--- config.mk ---
export PLATFORM = sky130hd
export DESIGN_NAME = flash_line_prefetch
export DESIGN_NICKNAME = d
export VERILOG_FILES = /design/src/rtl/flp_pkg.sv /design/src/rtl/flp_line_store.sv /design/src/rtl/flp_lru.sv /design/src/rtl/flash_line_prefetch.sv
export SDC_FILE = /design/constraint.sdc
export NUM_CORES = 1
export LEC_CHECK = 0
export BUFFER_PORTS_ARGS = -buffer_cell sky130_fd_sc_hd__buf_2
export CAP_MARGIN = 20
export CORE_MARGIN = 10
export CORE_UTILIZATION = 45
export CTS_CLUSTER_SIZE = 12
export DETAILED_ROUTE_END_ITERATION = 10
export MAX_ROUTING_LAYER = met4
export PLACE_DENSITY_LB_ADDON = 0.3
export SYNTH_ARGS = -nofsm -noshare
export SYNTH_HDL_FRONTEND = slang
export SYNTH_HIERARCHICAL = 1
export SYNTH_SLANG_ARGS = --single-unit
--- constraint.sdc ---
create_clock -name clk_i -period 28.2 [get_ports clk_i]
set_input_delay 2.82 -clock clk_i [delete_from_list [all_inputs] [get_ports clk_i]]
set_output_delay 2.82 -clock clk_i [all_outputs]
set_load 0.005 [all_outputs]
--- src/rtl/flp_pkg.sv ---
package flp_pkg;
  typedef enum logic [1:0] {
    PF_NONE    = 2'b00,
    PF_MISS    = 2'b01,
    PF_MISSHIT = 2'b10,
    PF_MISSHT2 = 2'b11
  } pf_mode_e;

  localparam int PF_HIT_BIT = 1;
endpackage

--- src/rtl/flp_line_store.sv ---
module flp_line_store #(
  parameter int NUM_BUF = 4,
  parameter int TAG_W   = 12,
  parameter int LINE_W  = 128,
  localparam int WAY_W  = $clog2(NUM_BUF)
) (
  input  logic              clk_i,
  input  logic              rst_ni,
  input  logic              clr_i,
  input  logic              wr_i,
  input  logic [WAY_W-1:0]  wr_way_i,
  input  logic [TAG_W-1:0]  wr_tag_i,
  input  logic [LINE_W-1:0] wr_line_i,
  input  logic [TAG_W-1:0]  a_tag_i,
  output logic              a_hit_o,
  output logic [WAY_W-1:0]  a_way_o,
  output logic [LINE_W-1:0] a_line_o,
  input  logic [TAG_W-1:0]  b_tag_i,
  output logic              b_hit_o,
  output logic [NUM_BUF-1:0] valid_o
);
  logic [NUM_BUF-1:0] valid_q;
  logic [TAG_W-1:0]   tag_q  [NUM_BUF];
  logic [LINE_W-1:0]  data_q [NUM_BUF];
  logic [NUM_BUF-1:0] match_a, match_b;

  for (genvar g = 0; g < NUM_BUF; g++) begin : g_way
    logic sel;
    assign sel = wr_i && (wr_way_i == WAY_W'(g));

    always_ff @(posedge clk_i or negedge rst_ni) begin
      if (!rst_ni) begin
        valid_q[g] <= 1'b0;
        tag_q[g]   <= '0;
      end else if (clr_i) begin
        valid_q[g] <= 1'b0;
      end else if (sel) begin
        valid_q[g] <= 1'b1;
        tag_q[g]   <= wr_tag_i;
      end
    end

    always_ff @(posedge clk_i) begin
      if (sel) data_q[g] <= wr_line_i;
    end

    assign match_a[g] = valid_q[g] && (tag_q[g] == a_tag_i);
    assign match_b[g] = valid_q[g] && (tag_q[g] == b_tag_i);
  end

  always_comb begin
    a_way_o = '0;
    for (int i = 0; i < NUM_BUF; i++) begin
      if (match_a[i]) a_way_o = WAY_W'(i);
    end
  end

  assign a_hit_o  = |match_a;
  assign b_hit_o  = |match_b;
  assign a_line_o = data_q[a_way_o];
  assign valid_o  = valid_q;

  assert_unique_tag_R8: assert property (@(posedge clk_i) disable iff (!rst_ni)
    $onehot0(match_a));
endmodule

--- src/rtl/flp_lru.sv ---
module flp_lru #(
  parameter int NUM_BUF = 4,
  localparam int WAY_W  = $clog2(NUM_BUF)
) (
  input  logic               clk_i,
  input  logic               rst_ni,
  input  logic               touch_i,
  input  logic [WAY_W-1:0]   touch_way_i,
  input  logic [NUM_BUF-1:0] valid_i,
  output logic [WAY_W-1:0]   victim_o
);
  // rank 0 = most recent, NUM_BUF-1 = least recent
  logic [WAY_W-1:0] age_q [NUM_BUF];

  always_ff @(posedge clk_i or negedge rst_ni) begin
    if (!rst_ni) begin
      for (int i = 0; i < NUM_BUF; i++) age_q[i] <= WAY_W'(i);
    end else if (touch_i) begin
      for (int i = 0; i < NUM_BUF; i++) begin
        if (WAY_W'(i) == touch_way_i)           age_q[i] <= '0;
        else if (age_q[i] < age_q[touch_way_i]) age_q[i] <= age_q[i] + WAY_W'(1);
      end
    end
  end

  always_comb begin
    logic found;
    found    = 1'b0;
    victim_o = '0;
    for (int i = 0; i < NUM_BUF; i++) begin
      if (!valid_i[i] && !found) begin
        victim_o = WAY_W'(i);
        found    = 1'b1;
      end
    end
    if (!found) begin
      for (int i = 0; i < NUM_BUF; i++) begin
        if (age_q[i] == WAY_W'(NUM_BUF - 1)) victim_o = WAY_W'(i);
      end
    end
  end

  logic [NUM_BUF-1:0] rank_seen;
  always_comb begin
    rank_seen = '0;
    for (int i = 0; i < NUM_BUF; i++) rank_seen[age_q[i]] = 1'b1;
  end

  assert_lru_perm_R8: assert property (@(posedge clk_i) disable iff (!rst_ni)
    rank_seen == {NUM_BUF{1'b1}});
endmodule

--- src/rtl/flash_line_prefetch.sv ---
module flash_line_prefetch
  import flp_pkg::*;
#(
  parameter int ADDR_W  = 16,
  parameter int LINE_W  = 128,
  parameter int WORD_W  = 32,
  parameter int NUM_BUF = 4,
  localparam int OFF_W   = $clog2(LINE_W / 8),
  localparam int BOFF_W  = $clog2(WORD_W / 8),
  localparam int WSEL_W  = OFF_W - BOFF_W,
  localparam int LADDR_W = ADDR_W - OFF_W,
  localparam int WAY_W   = $clog2(NUM_BUF)
) (
  input  logic               clk_i,
  input  logic               rst_ni,
  input  logic               cfg_we_i,
  input  logic [1:0]         cfg_mode_i,
  input  logic               cfg_buf_en_i,
  input  logic               req_valid_i,
  input  logic [ADDR_W-1:0]  req_addr_i,
  output logic               req_ready_o,
  output logic               rsp_valid_o,
  output logic [WORD_W-1:0]  rsp_data_o,
  output logic               fl_req_o,
  output logic [LADDR_W-1:0] fl_line_o,
  input  logic               fl_rsp_valid_i,
  input  logic [LINE_W-1:0]  fl_rsp_data_i
);
  pf_mode_e mode_q;
  logic     en_q;

  always_ff @(posedge clk_i or negedge rst_ni) begin
    if (!rst_ni) begin
      mode_q <= PF_NONE;
      en_q   <= 1'b0;
    end else if (cfg_we_i) begin
      mode_q <= pf_mode_e'(cfg_mode_i);
      en_q   <= cfg_buf_en_i;
    end
  end

  logic [LADDR_W-1:0] req_line, next_line, dem_line, fet_line, b_tag;
  logic [WSEL_W-1:0]  req_wsel, dem_wsel;
  logic               dem_pend, fet_busy, fet_abort, fl_req_q;
  logic               acc, buf_on, a_hit, b_hit, hit, miss_acc;
  logic               pf_start, dem_go, ret, fill, serve;
  logic [WAY_W-1:0]   a_way, victim;
  logic [LINE_W-1:0]  a_line;
  logic [NUM_BUF-1:0] buf_valid;
  logic               rsp_valid_q;
  logic [WORD_W-1:0]  rsp_data_q;

  logic unused_ok;
  assign unused_ok = ^req_addr_i[BOFF_W-1:0];

  assign req_line  = req_addr_i[ADDR_W-1:OFF_W];
  assign req_wsel  = req_addr_i[OFF_W-1:BOFF_W];
  assign next_line = req_line + LADDR_W'(1);

  // no acceptance in a return cycle: keeps lookup and fill apart
  assign req_ready_o = !dem_pend && !fl_rsp_valid_i;
  assign acc         = req_valid_i && req_ready_o;
  assign buf_on      = en_q && (mode_q != PF_NONE);

  assign hit      = acc && buf_on && a_hit;
  assign miss_acc = acc && !(buf_on && a_hit);
  assign pf_start = hit && mode_q[PF_HIT_BIT] && !b_hit && !fet_busy;
  assign dem_go   = dem_pend && !fet_busy;
  assign ret      = fl_rsp_valid_i && fet_busy;
  // port b checks the returning line, so a line is never held twice
  assign b_tag    = fl_rsp_valid_i ? fet_line : next_line;
  assign fill     = ret && buf_on && !fet_abort && !b_hit;
  assign serve    = ret && dem_pend && (fet_line == dem_line);

  flp_line_store #(
    .NUM_BUF (NUM_BUF),
    .TAG_W   (LADDR_W),
    .LINE_W  (LINE_W)
  ) u_store (
    .clk_i     (clk_i),
    .rst_ni    (rst_ni),
    .clr_i     (!en_q),
    .wr_i      (fill),
    .wr_way_i  (victim),
    .wr_tag_i  (fet_line),
    .wr_line_i (fl_rsp_data_i),
    .a_tag_i   (req_line),
    .a_hit_o   (a_hit),
    .a_way_o   (a_way),
    .a_line_o  (a_line),
    .b_tag_i   (b_tag),
    .b_hit_o   (b_hit),
    .valid_o   (buf_valid)
  );

  flp_lru #(
    .NUM_BUF (NUM_BUF)
  ) u_lru (
    .clk_i       (clk_i),
    .rst_ni      (rst_ni),
    .touch_i     (hit || fill),
    .touch_way_i (hit ? a_way : victim),
    .valid_i     (buf_valid),
    .victim_o    (victim)
  );

  always_ff @(posedge clk_i or negedge rst_ni) begin
    if (!rst_ni) begin
      dem_pend  <= 1'b0;
      dem_line  <= '0;
      dem_wsel  <= '0;
      fet_busy  <= 1'b0;
      fet_abort <= 1'b0;
      fet_line  <= '0;
      fl_req_q  <= 1'b0;
    end else begin
      fl_req_q <= pf_start || dem_go;
      if (miss_acc) begin
        dem_pend <= 1'b1;
        dem_line <= req_line;
        dem_wsel <= req_wsel;
      end else if (serve) begin
        dem_pend <= 1'b0;
      end
      if (pf_start || dem_go) begin
        fet_busy  <= 1'b1;
        fet_abort <= 1'b0;
        fet_line  <= pf_start ? next_line : dem_line;
      end else if (ret) begin
        fet_busy <= 1'b0;
      end else if (fet_busy && !en_q) begin
        fet_abort <= 1'b1;
      end
    end
  end

  always_ff @(posedge clk_i or negedge rst_ni) begin
    if (!rst_ni) begin
      rsp_valid_q <= 1'b0;
      rsp_data_q  <= '0;
    end else begin
      rsp_valid_q <= hit || serve;
      if (hit)        rsp_data_q <= a_line[int'(req_wsel) * WORD_W +: WORD_W];
      else if (serve) rsp_data_q <= fl_rsp_data_i[int'(dem_wsel) * WORD_W +: WORD_W];
    end
  end

  assign rsp_valid_o = rsp_valid_q;
  assign rsp_data_o  = rsp_data_q;
  assign fl_req_o    = fl_req_q;
  assign fl_line_o   = fet_line;

  // outstanding fetch count seen at the array port
  logic [1:0] out_q;
  always_ff @(posedge clk_i or negedge rst_ni) begin
    if (!rst_ni) out_q <= '0;
    else if (fl_req_o && !(fl_rsp_valid_i && out_q != 2'd0)) out_q <= out_q + 2'd1;
    else if (!fl_req_o && fl_rsp_valid_i && out_q != 2'd0)   out_q <= out_q - 2'd1;
  end

  assert_single_fetch_R9: assert property (@(posedge clk_i) disable iff (!rst_ni)
    out_q <= 2'd1);

  assert_off_goes_to_array_R1: assert property (@(posedge clk_i) disable iff (!rst_ni)
    (req_valid_i && req_ready_o && mode_q == PF_NONE) |=> dem_pend);

  assert_pf_only_mode_hi_R3: assert property (@(posedge clk_i) disable iff (!rst_ni)
    (fl_req_o && !$past(dem_pend)) |-> $past(mode_q[PF_HIT_BIT]));

  assert_invalidate_R5: assert property (@(posedge clk_i) disable iff (!rst_ni)
    !en_q |=> (buf_valid == '0));

  assert_valid_after_return_R6: assert property (@(posedge clk_i) disable iff (!rst_ni)
    ($countones(buf_valid) > $countones($past(buf_valid))) |-> $past(fl_rsp_valid_i));

  assert_rsp_has_cause_R10: assert property (@(posedge clk_i) disable iff (!rst_ni)
    rsp_valid_o |-> ($past(req_valid_i && req_ready_o) || $past(dem_pend)));
endmodule

**After elaboration in Yosys (flattened, before gate mapping)**

Memories as Yosys holds them, arrays and structs flattened.
Index checks and enable logic that the tools add are counted.

- $add $sub $neg: 5
- Shift-type cells: 2
- Equality and inequality tests: 24
- Multiplexer cells: 63
- Magnitude comparators: 5
- Bitwise operators: 1
- Reduce and logical (&&, ||, !) cells: 73

Operator list:

| kind | number |
|---|---|
| 128-bit 2-to-1 mux | 3 |
| 128-bit OR reduction | 3 |
| 128-bit by 8-bit variable part select with 32-bit output | 2 |
| 12-bit equality test | 9 |
| 32-bit 2-to-1 mux | 2 |
| 2-bit 2-to-1 mux | 23 |
| 1-bit logical AND | 33 |
| 1-bit 2-to-1 mux | 32 |
| 12-bit 2-to-1 mux | 2 |
| 2-bit AND reduction | 9 |
| 2-bit nonzero test | 9 |
| 12-bit by 1-bit adder with 12-bit output (second input constant) | 1 |
| 2-bit equality test (second input constant) | 6 |
| 1-bit zero test | 12 |
| 2-bit by 1-bit != test with 1-bit output (second input constant) | 5 |
| 2-bit by 1-bit adder with 2-bit output (second input constant) | 4 |
| 2-bit less-than comparator | 4 |
| 4-bit OR reduction | 2 |
| 2-bit binary-select mux with 2-bit select | 1 |
| 2-bit equality test (first input constant) | 2 |
| 2-bit zero test | 2 |
| 3-bit greater-or-equal comparator (second input constant) | 1 |
| 1-bit logical OR | 3 |
| 2-bit NOT with 3-bit output | 1 |
| 2 further kinds | 2 |

- Output and inout port bits: 47
- Flip-flop bits (word level): 126
- Bits in writable memories: 512
- Bits of input ports: 152
- Memories: 1
- Word-level logic and storage cells: 197

Memory list:

| name | depth | width | read ports | clocked after Yosys merged registers in | wr ports | line | source |
|---|---|---|---|---|---|---|---|
| u_store.data_q | 4 | 128 | 1 | 0 | 1 | flp_line_store.sv:24 | `logic [LINE_W-1:0] data_q [NUM_BUF];` |

**Logic depth before layout (Yosys ltp)**

Gate-level depths: netlist of run 1.

- Depth in word-level cells: 22
- Depth in mapped cells: 20
- Depth with buffers taken out: 17

**Modules after synthesis**

Netlist of run 1, hierarchy kept.

Modules (own cells, without submodules):

| module | cells an instance | instances | area an instance (um^2) | seq. area each (um^2) |
|---|---|---|---|---|
| flp_line_store | 1670 | 1 | 23495.0 | 16676.0 |
| flash_line_prefetch | 378 | 1 | 4844.6 | 1651.6 |
| flp_lru | 91 | 1 | 838.3 | 205.2 |

**Least setup slack after synthesis of run 1**

Ideal clock, no wire load.

- Kind: input -> register
- From: input req_addr_i[4]
- To: register u_store/tag_q[37] (netlist name)
- Data required time: 28075 ps
- Path buffers: 2
- Stages: 15
- Arrival time: 15534 ps
- Setup slack: 12541 ps
- Setup time: 125 ps
- Path through: ha_1 nand2_1 nor3_1 xnor2_1 mux2_2 clkbuf_1 xor2_1 nor4_1 nand4_1 nand4_1 nor4_1 nor3b_1 nor2b_1 clkbuf_1 mux2_2

- Word-level cells in the longest chain between the ends: 9
- Elaborated cells between the ends (all ways): 15
- Those cells by class: add/sub: 1; eq/ne: 4; mux: 1; reduce/logical: 9

Ends and longest elaborated chain:

| item | line | source |
|---|---|---|
| start, declared | flash_line_prefetch.sv:20 | `input logic [ADDR_W-1:0] req_addr_i,` |
| 12-bit by 1-bit adder with 12-bit output * | flash_line_prefetch.sv:58 | `assign next_line = req_line + LADDR_W'(1);` |
| 12-bit 2-to-1 mux * | flash_line_prefetch.sv:71 | `assign b_tag = fl_rsp_valid_i ? fet_line : next_line;` |
| net b_tag[10] | flash_line_prefetch.sv:42 | `logic [LADDR_W-1:0] req_line, next_line, dem_line, fet_line, b_tag;` |
| 12-bit equality test | flp_line_store.sv:48 | `assign match_b[g] = valid_q[g] && (tag_q[g] == b_tag_i);` |
| 1-bit logical AND | flp_line_store.sv:48 |  |
| 4-bit OR reduction * | flp_line_store.sv:59 | `assign b_hit_o = \|match_b;` |
| net b_hit | flash_line_prefetch.sv:45 | `logic acc, buf_on, a_hit, b_hit, hit, miss_acc;` |
| 1-bit zero test * | flash_line_prefetch.sv:72 | `assign fill = ret && buf_on && !fet_abort && !b_hit;` |
| 1-bit logical AND * | flash_line_prefetch.sv:72 |  |
| net fill | flash_line_prefetch.sv:46 | `logic pf_start, dem_go, ret, fill, serve;` |
| 1-bit logical AND * | flp_line_store.sv:29 | `assign sel = wr_i && (wr_way_i == WAY_W'(g));` |
| net u_store.g_way[0].sel | flp_line_store.sv:28 | `logic sel;` |
| 2-bit AND reduction (no line) * | n/a |  |
| end signal, assigned by index | flp_line_store.sv:39 | `tag_q[g] <= wr_tag_i;` |
| end, declared | flp_line_store.sv:23 | `logic [TAG_W-1:0] tag_q [NUM_BUF];` |

Mark *: on every way through the listed nets, which the timed path passes. The rest lies on a longest branch.
A chain may end at the register's enable or synchronous reset.

**Worst setup path in the final report of run 1**

- From: input req_addr_i[9]
- To: register u_lru/age_q[5] (netlist name)

- Elaborated cells between the ends (all ways): 37
- Those cells by class: add/sub: 1; order compare: 1; eq/ne: 9; mux: 9; bitwise: 1; reduce/logical: 16

RTL lines:

| item | line | source |
|---|---|---|
| 12-bit equality test | flp_line_store.sv:47 | `assign match_a[g] = valid_q[g] && (tag_q[g] == a_tag_i);` |
| 1-bit logical AND | flp_line_store.sv:47 |  |
| 4-bit OR reduction * | flp_line_store.sv:58 | `assign a_hit_o = \|match_a;` |
| net a_hit | flash_line_prefetch.sv:45 |  |
| 1-bit logical AND * | flash_line_prefetch.sv:65 | `assign hit = acc && buf_on && a_hit;` |
| 2-bit 2-to-1 mux | flash_line_prefetch.sv:102 | `.touch_way_i (hit ? a_way : victim),` |
| 2-bit NOT with 3-bit output (implied by the code) | flp_lru.sv:21 | `else if (age_q[i] < age_q[touch_way_i]) age_q[i] <= age_q[i] + WAY_W'(1);` |
| 2-bit binary-select mux with 2-bit select | flp_lru.sv:21 |  |
| 2-bit 2-to-1 mux (implied by the code) (2 in series) | flp_lru.sv:21 |  |
| 2-bit less-than comparator | flp_lru.sv:21 |  |
| 2-bit nonzero test (no line) | n/a |  |
| 2-bit AND reduction (no line) | n/a |  |
| end signal, assigned by index | flp_lru.sv:20 | `if (WAY_W'(i) == touch_way_i) age_q[i] <= '0;` |
| end, declared | flp_lru.sv:13 | `logic [WAY_W-1:0] age_q [NUM_BUF];` |

Mark *: on every way through the listed nets, which the timed path passes. The rest lies on a longest branch. The select of a mux whose other input is x is not followed.

==> results.yml, run 1 <==
outcome:
  status: "finished clean"
clock_network:
  cts.clk_slew.worst_paths_ps: 60
  clk-insertion-delay-late_ps: 610
  cts_setup_buffers: 0
  cts_buffers: 71
  cts_buffer_depth: 3
  h-tree-depth: 3
  cts_hold_buffers: 0
  cts_tree: "done"
  clock_sinks: 638
  cts.repair.resized: 0
  clockRootBuffer: "clkbuf_16"
power:
  power_w: 0.00238
  power.leakage_nw: 11.9
  vdd_drop_max_uv: 50.8
  powerDensity_nw_per_um2: 71.7
worst_setup_path:
  critPathKind: "input pin to register"
  endpoint_kind: "register"
  cp_cell_sequence: "buf_2 -> xor2_1 -> nor4_4 -> buf_4 -> and4_4 -> or3_1 -> o2111ai_4 -> buf_4 -> clkinv_1 -> nand2_1 -> nand2_1 -> mux4_2 -> inv_1 -> ha_1 -> nor2b_1 -> a22oi_1 -> nor2_1 -> a22o_1"
  cp-start-kind: "input pin"
  crit_fanout: 65
  arrival_ps: 8320
  crit_path_top_delay_cell: "and4_4"
  slowest_delay_ps: 1020
  required_ps: 28690
synth:
  ys_seq_elements: 638
  synthSimpleGateAreaFrac_pct: 6.88
  avgSynthCellArea_um2: 13.6
  ys_seq_area_share_pct: 63.5
  synth.distinct_cells: 62
  syn-instance-count: 2139
  synthMuxAreaShare_pct: 8.35
  synth_top_family_by_area: "compound AO/OA/AOI/OAI gates"
  synth_compound_area_share_pct: 12.7
  yosys.area_share.adder_pct: 0.386
  synth_fp_nets: 2300
  yosysWarnings: 6
  synthArstFlopShare_pct: 19.7
  ys.flop_type: "edfxtp_1"
  synth-edff-count: 512
  synthXorXnorAreaFrac_pct: 3.54
  synth_area_um2: 29200
placed_design:
  io_buffers: 196
  hpwl_um: 45600
  place.gp.congestion: 0.867
floorplan:
  fp.coreArea_um2: 64300
  fp.dieH_um: 275
  die_w_um: 275
  start_util_pct: 45.3
  rows: 93
  io_pins: 199
  die_area_um2: 75400
timing:
  drv_slew: 0
  rsz0062_at_grt: "false"
  period_minus_slack_ps: 7820
  fmax_mhz: 128
  relSlewSlack_pct: 24.6
  setup_viol_count_final: 0
  period_share_pct: 27.7
  skew_ps: 24.8
  tightest_slew_ps: 1130
  hold_violations: 0
  finalSetupTns_ps: 0
grt:
  grt_pass1_wl_um: 125000
  gr-total-overflow: 0
  grt_use_total_pct: 22.5
  grt_pass1_vias: 19933
  grt_start_max_net_pins: 182
  antenna_found_initial: 22
finish:
  layout-drive-gt1-share_pct: 21.2
  layout_common_cells: "edfxtp_1 (512), buf_2 (195), nor2_1 (159)"
  layout_commonest_cell: "edfxtp_1"
  nets: 2432
  syn2layout_area_growth_pct: 13.5
route:
  routed-via-count: 19594
  drcViolationCount: 0
  wl_per_cell_um: 26.2
  first_iter_violations: 1970
  drt_pass1_iterations: 5
  drtAntennaViolNets: 0
  totalWireLength_um: 83700
  viasPerCell: 6.12
hold_path:
  hp-class: "register to register"
flow_run:
  maxCapViolCount: 0
## registers in the layout, indices dropped and copies added, names as in the netlist
name and count:
dem_line 12, dem_pend 1, dem_wsel 2, en_q 1, fet_abort 1, fet_busy 1
fl_line_o 12, fl_req_o 1, mode_q 2, rsp_data_o 32, rsp_valid_o 1, u_lru/age_q 8
u_store/data_q 512, u_store/tag_q 48, u_store/valid_o 4
## metal layers
| metal | global-route usage, % | wire, um |
|---|---|---|
| met1 | 28.4 | 33800 |
| met2 | 35.0 | 40100 |
| met3 | 5.29 | 7760 |
| met4 | 8.11 | 2060 |
| met5 | - | 0 |
## cell families (layout without fill, tap and decap cells)
logic type / after synthesis / in the layout
multiplexers: 151 / 151
buffers and inverters: 314 / 500
flip-flops: 638 / 638
XOR/XNOR: 118 / 118
adder cells (fa/ha/maj): 9 / 9
other: 0 / 22
AO/OA/AOI/OAI: 470 / 470
AND/OR/NAND/NOR: 439 / 439
## power breakdown
| group | internal, W | leakage, nW | switching [W] | total [W] |
|---|---|---|---|---|
| Combinational | 0.000155 | 4.51 | 0.000178 | 0.000333 |
| Sequential | 0.00107 | 6.29 | 0.0000700 | 0.00114 |
| Clock | 0.000532 | 1.10 | 0.000367 | 0.000898 |
## final timing paths
kind                                                    start                             to  slack (ps)  cells after the start
worst max register to register  u_store/tag_q[29]$_DFFE_PN0P_     u_lru/age_q[5]$_DFFE_PN0P_       22370                     17
min in group asynchronous                              rst_ni  u_store/tag_q[45]$_DFFE_PN0P_        2270                      1
worst min-delay path               rsp_data_o[21]$_DFFE_PN0P_     rsp_data_o[21]$_DFFE_PN0P_         510                      1
worst max-delay path                            req_addr_i[9]     u_lru/age_q[5]$_DFFE_PN0P_       20380                     18
max in group asynchronous                              rst_ni        dem_wsel[0]$_DFFE_PN0P_       24410                      2
worst min register to register     rsp_data_o[21]$_DFFE_PN0P_     rsp_data_o[21]$_DFFE_PN0P_         510                      1
## synth_stat cells (10+ instances only)
cell type    n  area, um2
edfxtp_1   512      15400
mux2_2      75        845
clkbuf_1    93        349
buf_4       11       82.6
a221o_1     33        330
nand2_1    154        578
o21ai_0     13       65.1
nand3_1     11       55.1
nand4_1     15       93.8
a21oi_1     13       65.1
nor2_1     160        601
buf_2       52        260
a211oi_1   128        961
mux4_2      65       1460
xor2_1      61        534
xnor2_1     57        499
inv_1      140        526
nor2b_1     40        250
nor4_1      16        100
buf_1       10       37.5
dfrtp_1    122       3050
a41oi_1    128       1120
o31ai_1    128        961
## worst max-delay path: cells and delay by family
kind                       cells  cell delay [ps]
xor gates and xnor gates       1              220
and+or+nand+nor                7             2170
adders and majority gates      1              230
buffers and inverters          5             1660
muxes                          1              550
AOI/OAI and AO/OA              3              560
## stage by stage
step | cells | hold WS [ps] | util [%] | setup WS (ps) | cell area, um2
final | 3202 | 506 | 51.5 | 20380 | 33100
after global routing | 3201 | 537 | 51.5 | 20110 | 33100
after CTS | 3178 | 511 | 51.3 | 20460 | 33000
after detailed placement | 3051 | 498 | 47.8 | 19820 | 30800
after global placement | 3051 | 493 | 47.8 | 19840 | 30800
after floorplan | 2139 | 467 | - | 12540 | 29200
## final cells by class
type | instances | area, um2
diodes | 22 | 55.1
inverters | 141 | 529
fillers | 5418 | 31200
well taps | 855 | 1070
clock inverters | 23 | 195
multi-input cells | 1187 | 9380
clock buffers | 104 | 2050
repair buffers | 232 | 1300
flip-flops and latches | 638 | 18500
Power figures use the tool's default switching activity.
==> inputs of run 2 (changes only) <==
clock period = 6.4 ns   (was 28.2 ns; I/O delays follow)
==> run 2 against run 1 <==
  * Global-route usage fell by 0.29 points
  * Setup slack got worse by 19000 ps
  * First-iteration DRC count down 4.8%
  * Cell count decreased by 0.34%
  * Power rose to 4.3 times the previous value
  * Clock skew fell by 4.4 ps
  * Clock-buffer cell count increased by 1
  * Largest cell class unchanged
==> results.yml, run 2 (synthesis results as in run 1) <==
route:
  routed-via-count: 19554
  totalWireLength_um: 82400
  drt_pass1_iterations: 5
  first_iter_violations: 1876
  viasPerCell: 6.13
  drcViolationCount: 0
  wl_per_cell_um: 25.8
  drtAntennaViolNets: 0
placed_design:
  place.gp.congestion: 0.920
  hpwl_um: 45300
  io_buffers: 196
  pre_cts_ws_ps: 1140
power:
  power.leakage_nw: 11.8
  combPwrFrac_pct: 14.5
  powerDensity_nw_per_um2: 311
  p_sw_share_pct: 26.1
  power_frac_seq_pct: 48.6
  vdd_drop_max_uv: 249
  p_int_w: 0.00760
  p_clk_share_pct: 37.0
  switching_power_w: 0.00269
timing:
  period_share_pct: 77.0
  skew_ps: 20.4
  tightest_slew_ps: 1030
  period_minus_slack_ps: 4930
  setup_viol_count_final: 0
  drv_slew: 0
  relSlewSlack_pct: 31.0
  rsz0062_at_grt: "false"
  hold_violations: 0
  fmax_mhz: 203
  setup_ws_ps: 1470
grt:
  grt_pass1_wl_um: 124000
  gr-total-overflow: 0
  grt_start_max_net_pins: 164
  grt_use_total_pct: 22.2
  antenna_found_initial: 19
  grt_pass1_vias: 19992
worst_setup_path:
  critPathKind: "register to register"
  crit_fanout: 60
  cp-start-kind: "register"
  arrival_ps: 5450
  required_ps: 6920
  endpoint_kind: "register"
  r2r_slack_ps: 1470
hold_path:
  hp-class: "input pin to async pin"
floorplan:
  fp.coreArea_um2: 64300
  fp.dieH_um: 275
  rows: 93
  start_util_pct: 45.3
  die_w_um: 275
  die_area_um2: 75400
  io_pins: 199
clock_network:
  cts_hold_buffers: 0
  cts.repair.resized: 0
  cts_tree: "done"
  clock_sinks: 638
  clockRootBuffer: "clkbuf_16"
  cts_buffer_depth: 3
  cts.clk_slew.worst_paths_ps: 60
  cts_setup_buffers: 0
  clk-insertion-delay-late_ps: 620
  h-tree-depth: 3
  cts_buffers: 69
finish:
  nets: 2428
  top_register: "u_store/data_q"
  syn2layout_area_growth_pct: 13.2
  layout_common_cells: "edfxtp_1 (512), buf_2 (195), nor2_1 (159)"
  largest_reg_flops: 512
  layout-drive-gt1-share_pct: 20.9
  final_core_util_pct: 51.3
  layout_commonest_cell: "edfxtp_1"
flow_run:
  maxCapViolCount: 0
outcome:
  status: "finished clean"
## run 2: changes by cell type in the layout (fill, tap and decap cells not counted), moves of 2 or more
cell / previous run / this run
buf_4: 32 / 27
clkbuf_16: 74 / 69
buf_12: 3 / 6
clkinv_1: 12 / 5
nor4_2: 1 / 3
clkbuf_8: 9 / 3
diode_2: 22 / 17
nor4_1: 15 / 13
clkbuf_1: 21 / 33
inv_16: 0 / 2
## run 2: final cells by class
cell class	count	area, um2
antenna	17	42.5
fill	5404	31300
inverter	141	529
tap	855	1070
clock inverter	18	234
multi-input combinational	1187	9410
sequential	638	18500
timing repair buffer	230	1330
clock buffer	105	1890
## run 2: power by group through the flow
stage,clock network (W),logic [W],registers [W]
2_1_floorplan,0,0.00101,0.00498
3_3_place_gp,0,0.00146,0.00507
3_5_place_dp,0,0.00149,0.00508
4_1_cts,0.00387,0.00150,0.00500
5_1_grt,0.00403,0.00161,0.00502
6_report,0.00380,0.00149,0.00500
## run 2: final timing paths
path | startpoint | endpoint | depth (start not counted)
hold / removal | rst_ni | fl_line_o[2]$_DFFE_PN0P_ | 1
min in group clk_i | fl_rsp_data_i[75] | u_store/data_q[1][75]$_DFFE_PP_ | 1
setup reg to reg | u_store/tag_q[13]$_DFFE_PN0P_ | u_lru/age_q[4]$_DFFE_PN1P_ | 16
max in group asynchronous | rst_ni | rsp_data_o[20]$_DFFE_PN0P_ | 2
setup / recovery | u_store/tag_q[13]$_DFFE_PN0P_ | u_lru/age_q[4]$_DFFE_PN1P_ | 16
hold reg to reg | rsp_data_o[1]$_DFFE_PN0P_ | rsp_data_o[1]$_DFFE_PN0P_ | 1
## run 2: metrics by stage
| step | total power, W | std cells | hold slack (ps) | area [um2] | TNS [ps] |
|---|---|---|---|---|---|
| after detailed placement | 0.00657 | 3050 | 501 | 30800 | 0 |
| final | 0.0103 | 3191 | 95.3 | 33000 | 0 |
| after global routing | 0.0107 | 3191 | 142 | 33000 | 0 |
| after floorplan | 0.00599 | 2139 | 344 | 29200 | -4410 |
| after global placement | 0.00652 | 3050 | 496 | 30800 | 0 |
| after CTS | 0.0104 | 3173 | 102 | 33000 | 0 |
## run 2: per-layer routing
metal	GRT usage, %	wire length, um
met1	27.5	33700
met2	35.5	40100
met3	4.90	6330
met4	7.74	2230
met5	-	0
## run 2: worst max-delay path, cell delays in order (launching register included)
cell,delay (ps)
dfrtp_1,420
xnor2_1,240
nand3_1,170
or4_4,930
nand2b_1,270
or3_1,210
o2111ai_4,360
clkinv_1,240
nand2_1,80
nand2_1,350
mux4_2,570
inv_1,180
ha_1,300
nor3b_1,220
o21ai_0,90
o21ai_0,100
a31oi_1,70
==> inputs of run 3 (changes only) <==
clock period = 4.7 ns   (was 6.4 ns; I/O delays follow)
==> run 3 against run 2 <==
  * Critical path depth is 6 lower
  * Worst hold slack worse by 13 ps
  * Routed wire length rose by 1.8%
  * Power up 38%
  * Cell count up 0.22%
  * Maximum frequency rose by 28%
  * Highest routed layer unchanged
  * Cell area is 0.89% higher
  * Sequential power increased by 37%
  * Register-to-register slack got worse by 620 ps
==> results.yml, run 3 (synthesis results as in run 1) <==
outcome:
  status: "finished clean"
finish:
  layout-drive-gt1-share_pct: 21.3
  largest_reg_flops: 512
  final_core_util_pct: 51.8
  nets: 2436
  fillers: 5342
  stdcell_count: 3198
  layout_common_cells: "edfxtp_1 (512), buf_2 (195), nor2_1 (159)"
  layout_commonest_cell: "edfxtp_1"
  top_register: "u_store/data_q"
  syn2layout_area_growth_pct: 14.2
route:
  totalWireLength_um: 83900
  drcViolationCount: 0
  wl_per_cell_um: 26.2
  drt_pass1_iterations: 6
  viasPerCell: 6.10
  drtAntennaViolNets: 0
  routed-via-count: 19497
  first_iter_violations: 1879
placed_design:
  dp.cells: 3056
  place.gp.congestion: 0.909
  io_buffers: 196
  hpwl_um: 46800
floorplan:
  io_pins: 199
  start_util_pct: 45.3
  fp.coreArea_um2: 64300
  die_w_um: 275
  rows: 93
  fp.dieH_um: 275
  die_area_um2: 75400
timing:
  holdWs_ps: 82.7
  setup_viol_count_final: 0
  hold_violations: 0
  period_minus_slack_ps: 3850
  tightest_slew_ps: 967
  relSlewSlack_pct: 35.5
  drv_slew: 0
  period_share_pct: 81.8
  skew_ps: 29.3
  fmax_mhz: 260
  rsz0062_at_grt: "false"
worst_setup_path:
  arrival_ps: 4350
  crit_path_start: "u_store/tag_q[16]$_DFFE_PN0P_"
  r2r_slack_ps: 850
  critPathKind: "register to register"
  r2r_cells: 10
  required_ps: 5200
  endpoint_kind: "register"
  worst-path-stages: 10
  cp-start-kind: "register"
  cp_cell_sequence: "xnor2_1 -> nand4_1 -> or4_4 -> buf_4 -> buf_4 -> nor2_1 -> o31ai_1 -> mux4_2 -> nor2b_1 -> a221o_1"
  crit_fanout: 67
  rr_endpoint: "rsp_data_o[19]$_DFFE_PN0P_"
  crit_path_top_delay_cell: "or4_4"
  crit_end: "rsp_data_o[19]$_DFFE_PN0P_"
  crit_top_cell: "buf_4"
  timing.rr.start: "u_store/tag_q[16]$_DFFE_PN0P_"
  slowest_delay_ps: 580
  cp_top_family: "simple AND/OR/NAND/NOR gates"
  crit_buf_inv: 2
clock_network:
  h-tree-depth: 3
  clk-insertion-delay-late_ps: 610
  cts.clk_slew.worst_paths_ps: 60
  cts_buffer_depth: 3
  cts_buffers: 71
  clockRootBuffer: "clkbuf_16"
  cts_setup_buffers: 0
  cts_tree: "done"
  clock_sinks: 638
power:
  powerDensity_nw_per_um2: 426
  power.leakage_nw: 11.9
  vdd_drop_max_uv: 306
grt:
  gr-total-overflow: 0
  grt_pass1_vias: 19666
  grt_start_max_net_pins: 137
  grt_pass1_wl_um: 126000
  antenna_found_initial: 16
  grt_use_total_pct: 22.5
hold_path:
  min_from: "fl_rsp_data_i[76]"
  hp-class: "input pin to register"
  whs_path_depth: 1
flow_run:
  maxCapViolCount: 0
run 3: changes by cell type in the layout (fill, tap and decap cells not counted), sizes merged:
cell,before,now
clkinv,12,19
inv,144,143
diode,17,12
clkbuf,105,104
buf,230,235
bufinv,3,2
dlygate4sd3,0,1
clkinvlp,0,2
run 3: final cells by class:
| class | instances | area (um2) | area share [%] |
|---|---|---|---|
| antenna | 12 | 30.0 | 0.0901 |
| clock inverter | 25 | 220 | 0.661 |
| inverter | 141 | 529 | 1.59 |
| multi-input combinational | 1187 | 9410 | 28.2 |
| timing repair buffer | 236 | 1520 | 4.55 |
| tap | 855 | 1070 | 3.21 |
| sequential | 638 | 18500 | 55.6 |
| clock buffer | 104 | 2020 | 6.07 |
run 3: worst register-to-register path, stage by stage, from the launching register on:
cell and delay (ps):
dfrtp_1 440, xnor2_1 190, nand4_1 240, or4_4 580, buf_4 410, buf_4 560
nor2_1 330, o31ai_1 90, mux4_2 480, nor2b_1 150, a221o_1 280
run 3: layer usage:
layer / vias to the layer above / share of wire (%) / global-route usage (%)
met2: 836 / 49 / 35.8
met3: 126 / 7.4 / 4.44
met1: 10042 / 41 / 29.0
met5: - / 0 / -
li1: 8493 / - / -
met4: 0 / 2.3 / 6.59
run 3: where the power goes:
group | total (W) | internal (W) | switching [W]
logic | 0.00203 | 0.000944 | 0.00108
registers | 0.00683 | 0.00645 | 0.000388
clock network | 0.00535 | 0.00311 | 0.00223
run 3: timing repair:
| action | CTS | global route |
|---|---|---|
| hold buffers | 1 | 0 |
| resized for setup | 0 | 0 |
| hold endpoints to repair | 71 | 0 |
run 3: per-stage QoR:
stage	TNS, ps	total power [W]	setup WS (ps)	area (um2)
2_1_floorplan	-175050	0.00816	-1930	29200
3_3_place_gp	0	0.00893	515	31000
3_5_place_dp	0	0.00898	500	31000
4_1_cts	0	0.0143	901	33300
5_1_grt	0	0.0147	667	33300
6_report	0	0.0142	854	33300
run 3: worst min-delay path by stage:
stage / endpoint / slack [ps]
after global placement: rsp_data_o[10]$_DFFE_PN0P_ / 490
after global routing: u_store/data_q[1][110]$_DFFE_PP_ / 70
after floorplan: dem_line[0]$_DFFE_PN0P_ / 170
after detailed placement: rsp_data_o[23]$_DFFE_PN0P_ / 490
after CTS: u_store/data_q[0][76]$_DFFE_PP_ / 50
final: u_store/data_q[0][76]$_DFFE_PP_ / 80
